--- src/rtl/iaseq_pkg.sv ---
package iaseq_pkg;
  // Strobes from the control unit to the datapath; at most one load source per cycle.
  typedef struct packed {
    logic inc;
    logic loadTarget;
    logic loadIrqVec;
    logic push;
    logic pop;
  } seqStrobe_t;
endpackage

--- src/rtl/iaseq_ctrl.sv ---
module iaseq_ctrl
  import iaseq_pkg::*;
(
  input  logic       clk,
  input  logic       rstN,
  input  logic       advance,
  input  logic       jumpReq,
  input  logic       callReq,
  input  logic       retReq,
  input  logic       irqReq,
  output seqStrobe_t strobe,
  output logic       inBubble
);
  typedef enum logic {ST_RUN, ST_BUBBLE} seqState_t;

  seqState_t stateQ;
  logic      irqPendQ;
  logic      active, takeIrq, doRet, doCall, doJump, flowChange;

  always_comb begin
    active     = advance && (stateQ == ST_RUN);
    takeIrq    = active && (irqReq || irqPendQ);
    doRet      = active && !takeIrq && retReq;
    doCall     = active && !takeIrq && !retReq && callReq;
    doJump     = active && !takeIrq && !retReq && !callReq && jumpReq;
    flowChange = takeIrq || doRet || doCall || doJump;

    strobe            = '0;
    strobe.inc        = active && !flowChange;
    strobe.loadTarget = doCall || doJump;
    strobe.loadIrqVec = takeIrq;
    strobe.push       = takeIrq || doCall;
    strobe.pop        = doRet;
  end

  always_ff @(posedge clk or negedge rstN) begin
    if (!rstN) begin
      stateQ   <= ST_RUN;
      irqPendQ <= 1'b0;
    end else begin
      if (advance) begin
        if (stateQ == ST_RUN) stateQ <= flowChange ? ST_BUBBLE : ST_RUN;
        else                  stateQ <= ST_RUN;
      end
      irqPendQ <= takeIrq ? 1'b0 : (irqPendQ || irqReq);
    end
  end

  assign inBubble = (stateQ == ST_BUBBLE);

  // every change of flow is followed by a bubble
  a_r7_bubble_follows: assert property (@(posedge clk) disable iff (!rstN)
    (strobe.loadTarget || strobe.loadIrqVec || strobe.pop) |=> inBubble);

  // a bubble lasts one advance cycle only
  a_r7_single_bubble: assert property (@(posedge clk) disable iff (!rstN)
    (inBubble && advance) |=> !inBubble);

  // a request seen in a bubble is kept for later
  a_r9_irq_deferred: assert property (@(posedge clk) disable iff (!rstN)
    (inBubble && irqReq) |=> irqPendQ);

  // never two load sources at once
  a_r10_one_source: assert property (@(posedge clk) disable iff (!rstN)
    $onehot0({strobe.inc, strobe.loadTarget, strobe.loadIrqVec, strobe.pop}));
endmodule

--- src/rtl/iaseq_datapath.sv ---
module iaseq_datapath
  import iaseq_pkg::*;
#(
  parameter int PC_W        = 13,
  parameter int FETCH_W     = 11,
  parameter int STACK_DEPTH = 8,
  parameter int RESET_VEC   = 0,
  parameter int IRQ_VEC     = 4,
  localparam int PAGE_W     = PC_W - FETCH_W
) (
  input  logic               clk,
  input  logic               rstN,
  input  seqStrobe_t         strobe,
  input  logic [FETCH_W-1:0] target,
  input  logic [PAGE_W-1:0]  pageSel,
  output logic [PC_W-1:0]    pcQ
);
  localparam int SP_W = $clog2(STACK_DEPTH);
  localparam logic [PC_W-1:0] PC_ONE = 1;
  localparam logic [SP_W-1:0] SP_ONE = 1;
  localparam logic [PC_W-1:0] RST_ADDR = PC_W'(RESET_VEC);
  localparam logic [PC_W-1:0] IRQ_ADDR = PC_W'(IRQ_VEC);

  logic [PC_W-1:0] stackMem [STACK_DEPTH];
  logic [SP_W-1:0] spQ;
  logic [SP_W-1:0] topIdx;
  logic [PC_W-1:0] topEntry, pcPlusOne;

  assign topIdx    = spQ - SP_ONE;
  assign topEntry  = stackMem[topIdx];
  assign pcPlusOne = pcQ + PC_ONE;

  always_ff @(posedge clk or negedge rstN) begin
    if (!rstN) begin
      pcQ <= RST_ADDR;
      spQ <= '0;
    end else begin
      if (strobe.loadIrqVec)      pcQ <= IRQ_ADDR;
      else if (strobe.pop)        pcQ <= topEntry;
      else if (strobe.loadTarget) pcQ <= {pageSel, target};
      else if (strobe.inc)        pcQ <= pcPlusOne;

      if (strobe.push)     spQ <= spQ + SP_ONE;
      else if (strobe.pop) spQ <= topIdx;
    end
  end

  always_ff @(posedge clk) begin
    if (strobe.push) stackMem[spQ] <= pcPlusOne;
  end

  // a plain step adds one
  a_r2_increment: assert property (@(posedge clk) disable iff (!rstN)
    strobe.inc |=> (pcQ == $past(pcQ) + PC_ONE));

  // no strobe, no change
  a_r2_hold: assert property (@(posedge clk) disable iff (!rstN)
    (strobe == '0) |=> $stable(pcQ));

  // page bits come from pageSel on a target load
  a_r4_page_load: assert property (@(posedge clk) disable iff (!rstN)
    (strobe.loadTarget && !strobe.loadIrqVec) |=> (pcQ[PC_W-1:FETCH_W] == $past(pageSel)));

  // a return restores the saved entry
  a_r5_return: assert property (@(posedge clk) disable iff (!rstN)
    strobe.pop |=> (pcQ == $past(topEntry)));

  // interrupt enters the vector
  a_r6_vector: assert property (@(posedge clk) disable iff (!rstN)
    strobe.loadIrqVec |=> (pcQ == IRQ_ADDR));

  // the pointer steps modulo the depth
  a_r8_ptr_step: assert property (@(posedge clk) disable iff (!rstN)
    strobe.push |=> (spQ == $past(spQ) + SP_ONE));
endmodule

--- src/rtl/iaseq_top.sv ---
module iaseq_top
  import iaseq_pkg::*;
#(
  parameter int PC_W        = 13,
  parameter int FETCH_W     = 11,
  parameter int STACK_DEPTH = 8,
  parameter int RESET_VEC   = 0,
  parameter int IRQ_VEC     = 4,
  localparam int PAGE_W     = PC_W - FETCH_W
) (
  input  logic               clk,
  input  logic               rstN,
  input  logic               advance,
  input  logic               jumpReq,
  input  logic               callReq,
  input  logic               retReq,
  input  logic               irqReq,
  input  logic [FETCH_W-1:0] target,
  input  logic [PAGE_W-1:0]  pageSel,
  output logic [FETCH_W-1:0] fetchAddr,
  output logic [PC_W-1:0]    pcValue,
  output logic               flush
);
  seqStrobe_t strobe;

  iaseq_ctrl u_ctrl (
    .clk(clk), .rstN(rstN), .advance(advance),
    .jumpReq(jumpReq), .callReq(callReq), .retReq(retReq), .irqReq(irqReq),
    .strobe(strobe), .inBubble(flush)
  );

  iaseq_datapath #(
    .PC_W(PC_W), .FETCH_W(FETCH_W), .STACK_DEPTH(STACK_DEPTH),
    .RESET_VEC(RESET_VEC), .IRQ_VEC(IRQ_VEC)
  ) u_dp (
    .clk(clk), .rstN(rstN), .strobe(strobe),
    .target(target), .pageSel(pageSel), .pcQ(pcValue)
  );

  // fetch port aliases into the physical store
  assign fetchAddr = pcValue[FETCH_W-1:0];
endmodule

--- config.mk ---
export PLATFORM = sky130hd
export DESIGN_NAME = iaseq_top
export DESIGN_NICKNAME = d
export VERILOG_FILES = /design/src/rtl/iaseq_pkg.sv /design/src/rtl/iaseq_ctrl.sv /design/src/rtl/iaseq_datapath.sv /design/src/rtl/iaseq_top.sv
export SDC_FILE = /design/constraint.sdc
export NUM_CORES = 1
export LEC_CHECK = 0
export ABC_AREA = 1
export BUFFER_PORTS_ARGS = -buffer_cell sky130_fd_sc_hd__buf_2
export CORE_MARGIN = 3
export CORE_UTILIZATION = 35
export DETAILED_ROUTE_END_ITERATION = 8
export HOLD_SLACK_MARGIN = 0.1
export PLACE_DENSITY = 0.61
export SLEW_MARGIN = 20
export SYNTH_ARGS = -nofsm -noshare
export SYNTH_HDL_FRONTEND = slang
export SYNTH_HIERARCHICAL = 1
export SYNTH_SLANG_ARGS = --single-unit
--- constraint.sdc ---
create_clock -name clk -period 4.2 [get_ports clk]
set_input_delay 0.21 -clock clk [delete_from_list [all_inputs] [get_ports clk]]
set_output_delay 0.21 -clock clk [all_outputs]
set_load 0.1 [all_outputs]
# [After elaboration in Yosys (flattened, before gate mapping)]
# Memory sizes are Yosys's and may differ from the RTL's.
# Index checks and enable logic that the tools add are counted.
# Widths: inputs -> output; s select.
[word_totals] register_bits=18 latchBits=0 ramBits=104 mem_bits_ro=0 in_bits=20 output_inout_bits=25 word_cells=41 memories=1
[classes] addsub=3 n_mul=0 div=0 n_lt_le_gt_ge=0 n_eq_ne=0 shifts=0 muxes=11 bitwise_logic=1 n_reduce_logical=21
[memory_table] name="u_dp.stackMem" depth=8 word_bits=13 rd=1 rd_ports_with_merged_regs=0 wr=1 line_no="iaseq_datapath.sv:24" text="logic [PC_W-1:0] stackMem [STACK_DEPTH];"
[ops] op="$mux 13" n=4
[ops] op="$add 13x1->13 const B" n=1
[ops] op="$logic_and 1x1->1" n=9
[ops] op="$logic_or 1x1->1" n=6
[ops] op="$mux 3" n=2
[ops] op="$mux 1" n=5
[ops] op="$logic_not 1->1" n=4
[ops] op="$reduce_bool 4->1" n=1
[ops] op="$add 3x1->3 const B" n=1
[ops] op="$sub 3x1->3 const B" n=1
[ops] op="$reduce_bool 2->1" n=1
[ops] op="$not 1->1" n=1

# [Depth between registers and ports, before layout]
# Gate-level depths: netlist of run 1.
[depth] depth_word=15 depth_mapped=15 ltp_nobuf=14

# [By module]
# The synthesis of run 1 kept the hierarchy.
[by_module_without_submodules] mod="iaseq_datapath" instances=1 cells_per_inst=537 area_each_um2=5482.8 seq_area_each_um2=3523.4
[by_module_without_submodules] mod="iaseq_ctrl" instances=1 cells_per_inst=26 area_each_um2=175.2 seq_area_each_um2=50.0
[by_module_without_submodules] mod="iaseq_top" instances=1 cells_per_inst=11 area_each_um2=82.6 seq_area_each_um2=0.0

# [Worst setup path before layout of run 1]
# No wires, ideal clock.
[synth_timing] kind="reg2reg" from="reg u_ctrl.stateQ (netlist: u_ctrl/inBubble)" to="mem u_dp.stackMem[1][0] (enable)" arrival_time_ps=2207 required_time_ps=3818 setup_slack_ps=1611 path_stages_with_launch=8 n_path_buf=0 synth_period_minus_slack_ps=2589 cell_sequence="dfrtp_1 > inv_2 > nand2_2 > nor2_2 > nand3_1 > o21ai_0 > nand2_1 > nor2_1"
[synth_lines] element="start: declaration" line_no="iaseq_ctrl.sv:16" text="seqState_t stateQ;"
[synth_lines] element="start signal: assignment" line_no="iaseq_ctrl.sv:42" text="if (stateQ == ST_RUN) stateQ <= flowChange ? ST_BUBBLE : ST_RUN;"
[synth_lines] element="end: declaration" line_no="iaseq_datapath.sv:24"

==> qor.txt, run 1 <==
Clock power frac -> 24.6%
Port Buffers -> 44
Ys Warns -> 6
GRT Util Overall -> 16.8%
Wirelength per Cell -> 17.4 um
Met3 Use GR -> 3.45%
Dpl cell area -> 6020 um^2
Seq/Total Area, Yosys -> 62.2%
Leak pwr -> 2.71 nW
Chip Width -> 134 um
Worst Path Required -> 4.54 ns
Die Y-Extent -> 134 um
Largest family of logic cells by synthesized area -> simple AND/OR/NAND/NOR gates
Skew-Pair Late Insertion Delay -> 0.41 ns
Internal power -> 0.00304 W
Logic pwr share -> 43.6%
Post-CTS setup buffer count -> 0
Final setup fails -> 0
Hold-fix buffers at CTS -> 3
Hold violation count in the final report -> 0
Adder-Cell Fraction of Synth Area -> 0.654%
Hold slack final -> 0.125 ns
Maximum fanout along the worst path -> 15
Top cells by count, synth -> 178 x nand2_1, 104 x edfxtp_1, 104 x nand3_1
Most frequent cell after synthesis -> nand2_1
Worst r2r path cells -> 13
Maximum clock insertion buffer count -> 2
Fill cells -> 1,530
CTS tree -> done
Synth Instances -> 574
Final Skew -> 0.00721 ns
CP Class -> register to register
Routability cong. -> 0.797
Fin nets -> 637
CTS Buf Count -> 17
IO Pins -> 45
Largest cells by area after synthesis -> edfxtp_1 54%, nand2_1 12%, nand3_1 9.1%
Root buf cell -> clkbuf_16
Placement Setup Slack -> 1.40 ns
Post-DP HPWL -> 8.98 mm
Slew Viols, Final -> 0
Seq cells post-synth -> 122
Post-CTS Resized -> 0
Worst Path Arrival -> 3.20 ns
Peak Freq -> 350 MHz
RSZ-0062 raised after global routing -> false
HP Class -> input pin to register
R2R setup slack -> 1.34 ns
Drt pass-1 iters -> 5
Post-route ant nets -> 0
Min-delay src -> target[10]
Worst setup margin -> 1.34 ns
Highest ir drop seen on vdd -> 0.000858 V
Total congestion overflow -> 0
Initial antenna violation count -> 0
Switching Share -> 45.3%
Period utilisation layout -> 68.0%
Synth Area in Simple Gates -> 25.7%
Crit. End Element -> register
Tightest Pin Transition -> 0.711 ns
Pwr dens -> 842 nW/um^2
Htree depth -> 4
Reg2reg end -> u_dp/pcQ[12]
Vias in the first global route -> 4,234
Most frequently used flop master after synthesis -> edfxtp_1
Grt met2 use -> 26.6%
Xor-xnor portion of the synthesized cell area -> 0.610%
Outcome -> complete, no violations
Inserted Diodes -> 0
Largest area contributor in the netlist -> edfxtp_1
Routed wire length -> 14.7 mm
Synth Area per Inst -> 10.0 um^2
Reg-to-reg startpoint -> u_ctrl/inBubble
Max-Cap Viols -> 0
Mux contribution to synthesized area -> 0.196%
Die area -> 18,000 um^2
Post-route cell area -> 6610 um^2
GR peak layer -> met2
Minimum clock period -> 2.86 ns
Switch Pwr -> 0.00252 W
Core area -> 15,900 um^2
Layout area overhead -> 15.1%
Initial Utilization -> 36.0%
Met1 Usage GRT -> 23.3%
Synthesized cell area -> 5740 um^2
Vias -> 4,263
First-pass GRT wire length -> 23.1 mm
Via density -> 5.06
Post-synth ARST share -> 14.8%
Post-synth EDFFs -> 104
Syn nets -> 597
Max-slew headroom -> 52.3%
Post-synthesis compound-gate area fraction -> 2.83%
Post-route DRC -> 0
Hold depth -> 5
Critical Path Start Type -> register
Flop pwr share -> 31.8%
CTS Sinks -> 122
Share of layout cells above drive strength 1 -> 15.2%
Share of the synthesized area in the top cell type -> 54.4%
First DRT Iteration DRCs -> 552
CTS clk-pin slew, worst paths -> 0.05 ns
TNS Setup -> 0 ns
Largest net degree at the start of global routing -> 56
Hold Path End -> u_dp/pcQ[10]
Row count -> 46
Synth unique cells -> 32
==> metrics by stage <==
stage / total power, W / util (%) / cells
6_report: 0.00557 / 41.4 / 843
3_3_place_gp: 0.00415 / 37.8 / 808
2_1_floorplan: 0.00381 / - / 574
3_5_place_dp: 0.00419 / 37.8 / 808
4_1_cts: 0.00557 / 41.4 / 843
5_1_grt: 0.00588 / 41.4 / 843
==> power groups by stage <==
stage / clock, W / combinational (W) / sequential (W)
after floorplan: 0 / 0.00167 / 0.00213
after global placement: 0 / 0.00237 / 0.00178
after detailed placement: 0 / 0.00240 / 0.00179
after CTS: 0.00139 / 0.00242 / 0.00177
after global routing: 0.00145 / 0.00264 / 0.00179
final: 0.00137 / 0.00243 / 0.00177
==> sequential cells by signal (all words and copies together), names as in the netlist <==
signal	count
u_dp/stackMem	104
u_ctrl/irqPendQ	1
u_dp/spQ	3
u_dp/pcQ	13
u_ctrl/inBubble	1
==> area by class of cell <==
| type | instances | area (um^2) | share of cell area (%) |
|---|---|---|---|
| Clock buffer | 28 | 487 | 7.37 |
| Clock inverter | 4 | 67.6 | 1.02 |
| Inverter | 38 | 148 | 2.23 |
| Multi-Input combinational cell | 377 | 1730 | 26.2 |
| Sequential cell | 122 | 3570 | 54.1 |
| Tap cell | 216 | 270 | 4.09 |
| Timing Repair Buffer | 58 | 333 | 5.04 |
==> cell families (layout without fill, tap and decap cells) <==
kind of cell             count (synthesis)  in the layout
XOR/XNOR                                 4              4
buffers and inverters                   75            128
flip-flops                             122            122
AND/OR/NAND/NOR                        338            338
adder cells (fa/ha/maj)                  3              3
AO/OA/AOI/OAI                           31             31
multiplexers                             1              1
==> cells in the final DEF, fill, tap and decap left out <==
master and instances:
nand2_1 178, nand3_1 104, edfxtp_1 104, buf_2 44, nor2_1 33, inv_1 32
dfrtp_1 18, clkbuf_16 17, a21oi_1 14, o21ai_0 11, buf_4 11, clkbuf_1 9
and2_1 7, inv_2 5, xor2_1 4, dlygate4sd3_1 3, nor2_2 3, nand2_2 3
nand4_1 3, o21ai_1 3, ha_1 3, clkbuf_8 2, clkinv_1 2, bufinv_16 2
nor3_2 1, a31oi_1 1, nand4_2 1, or2_2 1, nand3b_1 1, o21bai_1 1
inv_6 1, nor2_4 1, nand3_2 1, nand2_4 1, a22o_1 1, mux2_2 1
==> worst max-delay path by stage <==
stage	startpoint	endpoint	slack, ns	cells after the start
final	u_ctrl/inBubble	u_dp/pcQ[12]	1.34	13
after global placement	u_ctrl/inBubble	u_dp/pcQ[12]	1.44	13
after CTS	u_ctrl/inBubble	u_dp/pcQ[3]	1.38	11
after global routing	u_ctrl/inBubble	u_dp/pcQ[12]	1.17	13
after floorplan	u_ctrl/inBubble	u_dp/stackMem[1][0]	1.61	7
after detailed placement	u_ctrl/inBubble	u_dp/pcQ[11]	1.40	13
==> critical path, cell delays in order (launching register included) <==
cell and delay (ns):
dfrtp_1 0.38, inv_2 0.07, nand2_2 0.09, nor2_2 0.15, nand4_2 0.12, nand2_1 0.53
inv_2 0.33, nand3_2 0.29, nand2_2 0.10, inv_1 0.42, nand2_1 0.13, inv_1 0.07
nand2_1 0.04, nand2_1 0.05
==> per-layer routing <==
metal | part of all wire [%] | wire, um
met1 | 42 | 6150
met2 | 48 | 7010
met3 | 8.8 | 1290
met4 | 1.3 | 196
met5 | 0 | 0
No activity file was read; power rests on OpenSTA's default activity.
==> run 2, diff against run 1 <==
==> constraint.sdc (replaced) <==
create_clock -name clk -period 2.72 [get_ports clk]
set_input_delay 0.136 -clock clk [delete_from_list [all_inputs] [get_ports clk]]
set_output_delay 0.136 -clock clk [all_outputs]
set_load 0.1 [all_outputs]
==> run 2 against run 1 <==
Design area grew 3.7%. Sequential power rose by 54%. Routed wire length fell by 2.0%. Via count is 2.4% higher. Utilization grew 1.6 points. Clock skew grew 0.0014 ns. Flip-flop and latch count unchanged. Clock power is 64% higher. Combinational power grew 58%. Worst hold slack better by 0.038 ns. First-iteration DRC count is 18% lower. Critical path depth decreased by 7. Highest routed layer unchanged.
==> qor.txt, run 2 (same netlist as run 1, synthesis figures left out) <==
Worst Path Arrival -> 2.54 ns
Worst setup margin -> 0.278 ns
Leak pwr -> 2.81 nW
Peak Freq -> 410 MHz
Share of layout cells above drive strength 1 -> 17.6%
Final Skew -> 0.00859 ns
Total congestion overflow -> 0
Layout area overhead -> 19.4%
Port Buffers -> 44
Largest net degree at the start of global routing -> 54
Fin nets -> 659
Tightest Pin Transition -> 0.745 ns
CTS tree -> done
Regs by FF count -> u_dp/stackMem: 104 flops, u_dp/pcQ: 13 flops, u_dp/spQ: 3 flops
Die area -> 18,000 um^2
GRT Util Overall -> 16.3%
Core area -> 15,900 um^2
CTS Sinks -> 122
Outcome -> complete, no violations
Final setup fails -> 0
Max-Cap Viols -> 0
First-pass GRT wire length -> 22.4 mm
Worst Path Required -> 2.82 ns
Initial antenna violation count -> 0
Post-CTS Resized -> 0
Max FFs per register -> 104
Drt pass-1 iters -> 5
Htree depth -> 4
Routed wire length -> 14.4 mm
Via density -> 5.05
Die Y-Extent -> 134 um
Placement Setup Slack -> 0.299 ns
CTS clk-pin slew, worst paths -> 0.05 ns
Hold violation count in the final report -> 0
HP Class -> input pin to register
Minimum clock period -> 2.44 ns
Row count -> 46
Slew Viols, Final -> 0
Chip Width -> 134 um
Highest ir drop seen on vdd -> 0.00139 V
Post-DP HPWL -> 9.24 mm
Inserted Diodes -> 0
Maximum clock insertion buffer count -> 2
Wirelength per Cell -> 16.6 um
Routability cong. -> 0.853
First DRT Iteration DRCs -> 450
Max-slew headroom -> 49.8%
Largest reg by FF count -> u_dp/stackMem
TNS Setup -> 0 ns
Post-route ant nets -> 0
Critical Path Start Type -> register
Most frequent cells in the layout -> 178 x nand2_1, 104 x nand3_1, 104 x edfxtp_1
Post-route DRC -> 0
CP Class -> register to register
CTS Buf Count -> 17
Post-CTS setup buffer count -> 0
Pwr dens -> 1290 nW/um^2
Most common cell after layout, fill and taps aside -> nand2_1
Skew-Pair Late Insertion Delay -> 0.41 ns
Period utilisation layout -> 89.8%
Vias -> 4,365
Crit. End Element -> register
RSZ-0062 raised after global routing -> false
Initial Utilization -> 36.0%
Root buf cell -> clkbuf_16
Maximum fanout along the worst path -> 9
IO Pins -> 45
Vias in the first global route -> 4,272
## run 2: where the power goes
| part | leakage (nW) | internal, W | total (W) | switching [W] |
|---|---|---|---|---|
| registers | 1.18 | 0.00252 | 0.00273 | 0.000214 |
| clock network | 0.274 | 0.00144 | 0.00225 | 0.000813 |
| logic | 1.36 | 0.000845 | 0.00385 | 0.00301 |
| total | 2.81 | 0.00480 | 0.00884 | 0.00403 |
## run 2: cell type report
type	instances	area (um^2)
Timing Repair Buffer	80	531
Inverter	38	148
Multi-Input combinational cell	377	1730
Clock buffer	18	429
Fill cell	1483	9090
Sequential cell	122	3570
Clock inverter	14	175
Tap cell	216	270
## run 2: worst max-delay path, cell delays in order, from the launching register on
cell	delay, ns
dfrtp_1	0.39
inv_2	0.07
nand2_2	0.10
o21ai_0	0.61
nand2_1	0.24
nor2_1	0.43
buf_4	0.29
## run 2: per-layer routing
metal  vias to the layer above  routed length (um)  global-route usage [%]
met5                         -                   0                       0
met4                         0                 250                    6.45
li1                       2054                   -                       -
met1                      2072                5950                    20.8
met2                       217                7120                    27.1
met3                        22                1030                    3.53
## run 2: timing repair
| item | 4_1_cts | 5_1_grt |
|---|---|---|
| hold buffers | 16 | 0 |
| endpoints found under the setup margin | 0 | 0 |
| endpoints found under the hold margin | 31 | 0 |
## run 2: path summary, 6_finish.rpt
kind	endpoint	from	slack, ns	depth (start not counted)
hold / removal	u_dp/pcQ[3]	target[3]	0.16	5
min in group asynchronous	u_ctrl/inBubble	rstN	0.23	2
setup / recovery	u_dp/stackMem[5][11]	u_ctrl/inBubble	0.28	6
hold reg to reg	u_dp/pcQ[12]	u_dp/pcQ[12]	0.55	2
setup reg to reg	u_dp/stackMem[5][11]	u_ctrl/inBubble	0.28	6
max in group asynchronous	u_dp/spQ[2]	rstN	2.16	2
## run 2: stage by stage
stage	total power, W	area [um^2]	hold slack [ns]	utilization (%)	cells
2_1_floorplan	0.00588	5740	-0.160	-	574
3_3_place_gp	0.00651	6090	0.139	38.2	817
3_5_place_dp	0.00657	6090	0.145	38.2	817
4_1_cts	0.00886	6850	0.128	43.0	865
5_1_grt	0.00933	6850	0.161	43.0	865
6_report	0.00884	6850	0.163	43.0	865
